===== config.mk =====
export PLATFORM = sky130hd
export DESIGN_NAME = reload_cmp_timer
export DESIGN_NICKNAME = d
export VERILOG_FILES = /design/src/rtl/rct_pkg.sv /design/src/rtl/rct_prescaler.sv /design/src/rtl/rct_counter.sv /design/src/rtl/rct_flag.sv /design/src/rtl/reload_cmp_timer.sv
export SDC_FILE = /design/constraint.sdc
export NUM_CORES = 1
export LEC_CHECK = 0
export CORE_UTILIZATION = 65
export DETAILED_ROUTE_END_ITERATION = 8
export DONT_BUFFER_PORTS = 1
export PLACE_DENSITY = 0.89
export SLEW_MARGIN = 20
export SYNTH_ARGS = -nofsm -noshare
export SYNTH_HDL_FRONTEND = slang
export SYNTH_HIERARCHICAL = 1
export SYNTH_SLANG_ARGS = --single-unit
export TNS_END_PERCENT = 1

===== constraint.sdc =====
create_clock -name clk -period 4.6 [get_ports clk]
set_clock_uncertainty 0.05 [all_clocks]
set_input_delay 0 -clock clk [delete_from_list [all_inputs] [get_ports clk]]
set_output_delay 0 -clock clk [all_outputs]
set_load 0.01 [all_outputs]

===== src/rtl/rct_pkg.sv =====
package rct_pkg;
  localparam int DIV_W  = 12;
  localparam int CTL_W  = 26;

  localparam int B_RUN     = 0;
  localparam int B_RESTART = 1;
  localparam int B_IRQEN   = 2;
  localparam int B_RELOAD  = 3;
  localparam int B_DIV     = 4;
  localparam int B_SRST    = 16;
  localparam int B_FORCE   = 17;
  localparam int B_PWR0    = 18;
  localparam int B_PWR3    = 21;
  localparam int B_SRC     = 22;

  localparam logic [CTL_W-1:0] KEEP_MASK =
    CTL_W'((1 << B_RUN) | (1 << B_RESTART) | (15 << B_PWR0));

  typedef enum logic [1:0] {
    SRC_OFF    = 2'd0,
    SRC_PERIPH = 2'd1,
    SRC_FAST   = 2'd2,
    SRC_SLOW   = 2'd3
  } src_e;

  typedef enum logic [2:0] {
    A_CTL  = 3'd0,
    A_STAT = 3'd1,
    A_LOAD = 3'd2,
    A_CMP  = 3'd3,
    A_CNT  = 3'd4
  } addr_e;
endpackage


===== src/rtl/rct_prescaler.sv =====
module rct_prescaler
  import rct_pkg::*;
#(
  parameter int DW = DIV_W
) (
  input  logic          clk,
  input  logic          rst_n,
  input  logic          en_i,
  input  logic [1:0]    src_i,
  input  logic          tick_periph_i,
  input  logic          tick_fast_i,
  input  logic          tick_slow_i,
  input  logic [DW-1:0] div_i,
  output logic          step_o
);
  function automatic logic pick_tick(input logic [1:0] src, input logic p,
                                     input logic f, input logic s);
    case (src_e'(src))
      SRC_PERIPH: return p;
      SRC_FAST:   return f;
      SRC_SLOW:   return s;
      default:    return 1'b0;
    endcase
  endfunction

  logic [DW-1:0] div_cnt;
  logic          tick_sel;
  logic          at_top;

  assign tick_sel = pick_tick(src_i, tick_periph_i, tick_fast_i, tick_slow_i);
  assign at_top   = (div_cnt >= div_i);
  assign step_o   = en_i & tick_sel & at_top;

  always_ff @(posedge clk or negedge rst_n) begin
    if (!rst_n)        div_cnt <= '0;
    else if (!en_i)    div_cnt <= '0;
    else if (tick_sel) div_cnt <= at_top ? '0 : div_cnt + 1'b1;
  end


  src_off_chk: assert property (@(posedge clk) disable iff (!rst_n)
    (src_i == 2'd0) |-> !step_o);


  step_spacing_chk: assert property (@(posedge clk) disable iff (!rst_n)
    (step_o && div_i != '0) |=> (!step_o || div_i == '0));
endmodule


===== src/rtl/rct_counter.sv =====
module rct_counter #(
  parameter int DATA_W = 32
) (
  input  logic              clk,
  input  logic              rst_n,
  input  logic              step_i,
  input  logic              srst_i,
  input  logic              force_i,
  input  logic [DATA_W-1:0] force_val_i,
  input  logic              restart_i,
  input  logic              restart_reload_i,
  input  logic              reload_i,
  input  logic [DATA_W-1:0] load_i,
  output logic [DATA_W-1:0] cnt_o,
  output logic              adv_o,
  output logic [DATA_W-1:0] adv_val_o
);
  localparam logic [DATA_W-1:0] ALL_ONES = '1;

  function automatic logic [DATA_W-1:0] wrap_value(input logic reload,
                                                   input logic [DATA_W-1:0] load);
    return reload ? load : ALL_ONES;
  endfunction

  function automatic logic [DATA_W-1:0] next_down(input logic [DATA_W-1:0] cur,
                                                  input logic reload,
                                                  input logic [DATA_W-1:0] load);
    return (cur == '0) ? wrap_value(reload, load) : cur - 1'b1;
  endfunction

  logic [DATA_W-1:0] cnt_q;

  assign adv_o     = step_i & ~srst_i & ~force_i & ~restart_i;
  assign adv_val_o = next_down(cnt_q, reload_i, load_i);
  assign cnt_o     = cnt_q;

  always_ff @(posedge clk or negedge rst_n) begin
    if (!rst_n)         cnt_q <= ALL_ONES;
    else if (srst_i)    cnt_q <= ALL_ONES;
    else if (force_i)   cnt_q <= force_val_i;
    else if (restart_i) cnt_q <= wrap_value(restart_reload_i, load_i);
    else if (adv_o)     cnt_q <= adv_val_o;
  end


  cnt_hold_chk: assert property (@(posedge clk) disable iff (!rst_n)
    (!step_i && !srst_i && !force_i && !restart_i) |=> $stable(cnt_q));


  wrap_free_chk: assert property (@(posedge clk) disable iff (!rst_n)
    (adv_o && !reload_i && cnt_q == '0) |=> (cnt_q == ALL_ONES));


  wrap_reload_chk: assert property (@(posedge clk) disable iff (!rst_n)
    (adv_o && reload_i && cnt_q == '0) |=> (cnt_q == $past(load_i)));


  force_load_chk: assert property (@(posedge clk) disable iff (!rst_n)
    (force_i && !srst_i) |=> (cnt_q == $past(force_val_i)));


  srst_cnt_chk: assert property (@(posedge clk) disable iff (!rst_n)
    srst_i |=> (cnt_q == ALL_ONES));
endmodule


===== src/rtl/rct_flag.sv =====
module rct_flag #(
  parameter int DATA_W = 32
) (
  input  logic              clk,
  input  logic              rst_n,
  input  logic              srst_i,
  input  logic              adv_i,
  input  logic [DATA_W-1:0] adv_val_i,
  input  logic [DATA_W-1:0] cmp_i,
  input  logic              clr_i,
  output logic              flag_o
);
  logic flag_q;
  logic hit;

  assign hit    = adv_i && (adv_val_i == cmp_i);
  assign flag_o = flag_q;

  always_ff @(posedge clk or negedge rst_n) begin
    if (!rst_n)      flag_q <= 1'b0;
    else if (srst_i) flag_q <= 1'b0;
    else if (hit)    flag_q <= 1'b1;
    else if (clr_i)  flag_q <= 1'b0;
  end


  hit_sets_chk: assert property (@(posedge clk) disable iff (!rst_n)
    (hit && !srst_i) |=> flag_q);


  clear_chk: assert property (@(posedge clk) disable iff (!rst_n)
    (clr_i && !hit && !srst_i) |=> !flag_q);


  sticky_chk: assert property (@(posedge clk) disable iff (!rst_n)
    (flag_q && !clr_i && !srst_i) |=> flag_q);
endmodule


===== src/rtl/reload_cmp_timer.sv =====
module reload_cmp_timer
  import rct_pkg::*;
#(
  parameter int DATA_W = 32,
  parameter int ADDR_W = 3
) (
  input  logic              clk,
  input  logic              rst_n,
  input  logic              tick_periph,
  input  logic              tick_fast,
  input  logic              tick_slow,
  input  logic              bus_wr,
  input  logic [ADDR_W-1:0] bus_addr,
  input  logic [DATA_W-1:0] bus_wdata,
  output logic [DATA_W-1:0] bus_rdata,
  output logic              irq
);
  localparam logic [DATA_W-1:0] ALL_ONES = '1;

  logic [CTL_W-1:0]  ctl_q;
  logic [DATA_W-1:0] load_q;
  logic [DATA_W-1:0] cmp_q;
  logic [DATA_W-1:0] cnt;
  logic [DATA_W-1:0] adv_val;
  logic              adv;
  logic              step;
  logic              flag;

  logic wr_ctl, wr_stat, wr_load, wr_cmp;
  logic srst, restart, force_ld, clr, run_en;

  assign wr_ctl  = bus_wr && (bus_addr == ADDR_W'(A_CTL));
  assign wr_stat = bus_wr && (bus_addr == ADDR_W'(A_STAT));
  assign wr_load = bus_wr && (bus_addr == ADDR_W'(A_LOAD));
  assign wr_cmp  = bus_wr && (bus_addr == ADDR_W'(A_CMP));

  assign srst     = ctl_q[B_SRST];
  assign restart  = wr_ctl && !srst && bus_wdata[B_RUN] && !ctl_q[B_RUN]
                    && bus_wdata[B_RESTART];
  assign force_ld = wr_load && ctl_q[B_FORCE] && !srst;
  assign clr      = wr_stat && bus_wdata[0];
  assign run_en   = ctl_q[B_RUN] && !srst;

  always_ff @(posedge clk or negedge rst_n) begin
    if (!rst_n)      ctl_q <= '0;
    else if (srst)   ctl_q <= ctl_q & KEEP_MASK;
    else if (wr_ctl) ctl_q <= bus_wdata[CTL_W-1:0];
  end

  always_ff @(posedge clk or negedge rst_n) begin
    if (!rst_n)       load_q <= ALL_ONES;
    else if (srst)    load_q <= ALL_ONES;
    else if (wr_load) load_q <= bus_wdata;
  end

  always_ff @(posedge clk or negedge rst_n) begin
    if (!rst_n)      cmp_q <= '0;
    else if (srst)   cmp_q <= '0;
    else if (wr_cmp) cmp_q <= bus_wdata;
  end

  rct_prescaler #(.DW(DIV_W)) u_presc (
    .clk           (clk),
    .rst_n         (rst_n),
    .en_i          (run_en),
    .src_i         (ctl_q[B_SRC +: 2]),
    .tick_periph_i (tick_periph),
    .tick_fast_i   (tick_fast),
    .tick_slow_i   (tick_slow),
    .div_i         (ctl_q[B_DIV +: DIV_W]),
    .step_o        (step)
  );

  rct_counter #(.DATA_W(DATA_W)) u_cnt (
    .clk              (clk),
    .rst_n            (rst_n),
    .step_i           (step),
    .srst_i           (srst),
    .force_i          (force_ld),
    .force_val_i      (bus_wdata),
    .restart_i        (restart),
    .restart_reload_i (bus_wdata[B_RELOAD]),
    .reload_i         (ctl_q[B_RELOAD]),
    .load_i           (load_q),
    .cnt_o            (cnt),
    .adv_o            (adv),
    .adv_val_o        (adv_val)
  );

  rct_flag #(.DATA_W(DATA_W)) u_flag (
    .clk       (clk),
    .rst_n     (rst_n),
    .srst_i    (srst),
    .adv_i     (adv),
    .adv_val_i (adv_val),
    .cmp_i     (cmp_q),
    .clr_i     (clr),
    .flag_o    (flag)
  );

  assign irq = flag && ctl_q[B_IRQEN] && ctl_q[B_RUN];

  always_comb begin
    bus_rdata = '0;
    case (bus_addr)
      ADDR_W'(A_CTL):  bus_rdata = DATA_W'(ctl_q);
      ADDR_W'(A_STAT): bus_rdata = DATA_W'(flag);
      ADDR_W'(A_LOAD): bus_rdata = load_q;
      ADDR_W'(A_CMP):  bus_rdata = cmp_q;
      ADDR_W'(A_CNT):  bus_rdata = cnt;
      default:         bus_rdata = '0;
    endcase
  end


  srst_regs_chk: assert property (@(posedge clk) disable iff (!rst_n)
    srst |=> (load_q == ALL_ONES && cmp_q == '0 && !ctl_q[B_SRST] && !flag));


  ctl_store_chk: assert property (@(posedge clk) disable iff (!rst_n)
    (wr_ctl && !srst) |=> (ctl_q == $past(bus_wdata[CTL_W-1:0])));
endmodule


==> summary.md <==
| Metric | Value |
|---|---|
| Reg clk slew, reported paths | `0.06 ns` |
| Area contributors post-synth | `dfrtp_1 (19%), dfstp_2 (18%), mux2i_1 (5.1%), a22o_1 (4.9%), nand2_1 (3.8%)` |
| Worst Hold Path EP | `u_presc/div_cnt[11]$_DFFE_PN0P_` |
| Synth area leader | `dfrtp_1` |
| Int Pwr | `about 3100 uW` |
| Netlist cell types | `83` |
| # fillers | `around 960` |
| Hold Vio Cnt, Final | `0` |
| Status | `completed` |
| Power Density | `469.0 mW/mm^2` |
| Via/cell ratio | `7.208` |
| Sequential cell area | `0.003460 mm^2` |
| Remaining DRCs | `0` |
| Yosys top cell area share | `0.1924` |
| Post-synthesis compound-gate area fraction | `0.2276` |
| Placement row count | `43` |
| Post-synthesis simple-gate area fraction | `0.2067` |
| RD Place Congestion | `0.9859` |
| Dpl hpwl | `18.73 mm` |
| Mux share of post-synthesis cell area | `0.05948` |
| Worst-case reg-to-reg path depth | `11` |
| Setup_tns | `0 ns` |
| CP startpoint kind | `register` |
| Count of buffers from port buffering | `0` |
| Core box area | `approximately 0.014 mm^2` |
| CP required | `4.90 ns` |
| Hold Crit Depth | `4` |
| Die ar. | `0.01469 mm^2` |
| Crit path DAT | `around 4.2 ns` |
| Pre-CTS setup slack | `0.7914 ns` |
| Multi-input gate area | `0.005253 mm^2` |
| Hold Crit Class | `input pin to register` |
| Warnings, synthesis | `6` |
| Relative max-transition margin | `0.3290` |
| Capturing element type of the critical path | `register` |
| Layout cell share with drive strength beyond 1 | `0.1526` |
| Clock sink count | `135` |
| Main combinational cell family by area after synthesis | `compound AO/OA/AOI/OAI gates` |
| Final Non-Filler Cells | `1210` |
| Total grt overflow | `0` |
| Chip height | `121.2 um` |
| Final WL | `29.22 mm` |
| Post-Synth XOR/XNOR Area | `0.05121` |
| Final setup viols | `0` |
| Switching share of power | `0.3502` |
| Largest net degree at the start of global routing | `136` |
| Die X | `121.2 um` |
| RSZ-0062 raised after global routing | `no` |
| Logic pwr share | `0.279` |
| Lkg Pwr | `approximately 0.0042 uW` |
| P_sw | `1692 uW` |
| Reg2reg setup slack | `0.73 ns` |
| Clk_lat worst skew | `0.43 ns` |
| GRT Overall Usage | `0.4064` |
| Clock Path Buffers | `2` |
| CTS tree | `yes` |
| IO Count | `74` |
| Reg2reg start | `u_cnt/cnt_o[20]$_DFFE_PN1P_` |
| Post-Syn Instances | `between 1000 and 1500` |
| Tmin final | `3.867 ns` |
| Reg power frac | `0.415` |
| Avg Cell Area, Syn | `roughly 9.1 um^2` |
| Max Cap Viol | `0` |
| Root Buffer | `clkbuf_16` |
| Hold buffers post-CTS | `40` |
| Setup bufs post-CTS | `0` |
| Ys async rst share | `1.000` |
| Register area share after synthesis | `0.3745` |
| Clk pwr share | `0.306` |
| Final #Nets | `1072` |
| Most frequent cells in the layout | `nand2_1 (94), nor2_1 (79), dfrtp_1 (70)` |
| First-pass GRT wire length | `between 40 and 50 mm` |
| Highest clock rate | `0.2586 GHz` |
| Routed len/inst | `between 20 and 25 um` |
| Post-synthesis register bit count | `135` |
| P&R area growth vs syn | `11.56%` |
| Post-CTS Resized | `0` |
| Commonest non-fill, non-tap cell in the layout | `nand2_1` |
| Number of flops mapped to enable cells by yosys | `0` |
| Worst Tran Pin Value | `1.006 ns` |
| Min-delay src | `tick_periph` |
| Via total after detailed routing | `about 8700` |
| Placed cell count | `1137` |
| Final ANT Viol Nets | `0` |
| Initial antenna violation count | `1` |
| Maximum vdd drop | `0.0004779 V` |
| Syn_nets | `1067` |
| Number of CTS-inserted buffers | `17` |
| CP Max Fanout | `10` |
| H-tree levels | `4` |
| Setup slack after layout | `0.7331 ns` |
| Adder-cell share of the synthesized area | `0.02032` |
| Vias in the first global route | `between 8000 and 9000` |
| Router iterations before antenna repair | `8` |
| Mapped cell area | `0.009235 mm^2` |
| Starting Density | `0.6653` |
| Slew Limit Fails | `0` |
| Final worst-path cycle share | `0.8406` |
| Worst r2r dst | `u_flag/flag_o$_DFFE_PN0P_` |
| Kind of critical path | `register to register` |
| Most used DFF post-synth | `dfrtp_1` |
| DRT iter0 DRCs | `1206` |
-- cell usage after synthesis (4+ instances only) --
cell / number
buf_6: 10
mux2i_1: 47
o221ai_1: 31
a22o_1: 52
xnor2_1: 31
a21o_1: 4
dfstp_2: 64
nand3_1: 12
ha_1: 15
a211o_1: 32
a21oi_1: 38
dfrtp_1: 71
nor2b_1: 49
or3_1: 10
nand2_1: 94
inv_1: 43
a211oi_1: 14
mux2_2: 7
o32ai_1: 5
or4_1: 10
nand4_1: 11
buf_2: 21
and3_1: 4
xor2_1: 23
o21ai_0: 35
nor3b_1: 8
nor3_1: 23
o21ai_1: 5
a31oi_1: 20
nor2_1: 79
nor4_1: 15
o22ai_1: 11
clkbuf_1: 40
-- flip-flops by register name, summed over array words and instances (netlist names) --
name and cells:
cmp_q 32, load_q 32, u_cnt/cnt_o 32, ctl_q 26
u_flag/flag_o 1, u_presc/div_cnt 12
-- routing by layer --
| metal | share of wire | GRT usage | vias to the layer above |
|---|---|---|---|
| met2 | 0.45 | 0.6050 | 645 |
| met3 | 0.12 | 0.1353 | 95 |
| met5 | 0 | 0 | - |
| met4 | 0.037 | 0.1767 | 0 |
| li1 | - | - | 3738 |
| met1 | 0.39 | 0.5383 | 4244 |
-- kinds of logic after synthesis --
logic type,after synthesis
AO/OA/AOI/OAI,281
AND/OR/NAND/NOR,354
buffers and inverters,118
adder cells (fa/ha/maj),15
multiplexers,54
XOR/XNOR,54
flip-flops,135
-- cell type report --
class                      count  share of cell area
inverter                      44             0.01603
antenna                        1           0.0002429
clock inverter                13             0.01907
tap                          180             0.02186
clock buffer                  19             0.04202
timing repair buffer          60             0.05514
multi-input combinational    758              0.5098
sequential                   135              0.3358
-- critical path: stages, from the launching register on --
cell and delay [ns]:
dfstp_2 0.41, or4_1 0.66, or4_4 0.57, or4_1 0.71, nor3b_1 0.24, o21bai_1 0.18
inv_1 0.10, xnor2_1 0.16, nand4_1 0.12, nor4_1 0.33, nand3_1 0.12, o21ai_1 0.13
-- per-stage QoR --
stage               utilization  hold slack [ns]  instance area, um^2  power [uW]
floorplan                     -          -0.3456                 9235        2888
global placement         0.6661          -0.3402                 9246        3163
detailed placement       0.6665          -0.3411                 9251        3221
CTS                      0.7419          0.03804                10300        4776
global route             0.7422          0.05184                10300        5023
finish                   0.7422          0.06726                10300        4832
-- how the worst max path moves through the flow --
stage | slack [ns] | to | cells past startpoint | from
after floorplan | 1.28 | u_flag/flag_o$_DFFE_PN0P_ | 13 | u_cnt/cnt_o[20]$_DFFE_PN1P_
after global placement | 0.93 | u_flag/flag_o$_DFFE_PN0P_ | 11 | u_cnt/cnt_o[20]$_DFFE_PN1P_
after detailed placement | 0.79 | u_flag/flag_o$_DFFE_PN0P_ | 11 | u_cnt/cnt_o[20]$_DFFE_PN1P_
after CTS | 0.81 | u_flag/flag_o$_DFFE_PN0P_ | 11 | u_cnt/cnt_o[20]$_DFFE_PN1P_
after global routing | 0.60 | u_flag/flag_o$_DFFE_PN0P_ | 11 | u_cnt/cnt_o[9]$_DFFE_PN1P_
final | 0.73 | u_flag/flag_o$_DFFE_PN0P_ | 11 | u_cnt/cnt_o[20]$_DFFE_PN1P_
-- power groups by stage --
stage	Sequential [uW]	Clock, uW	Combinational, uW
2_1_floorplan	1840	0	1050
3_3_place_gp	1970	0	1190
3_5_place_dp	1990	0	1230
4_1_cts	1980	1480	1310
5_1_grt	2040	1530	1450
6_report	2000	1480	1350
Note: power is estimated with default switching activity, not from simulation.
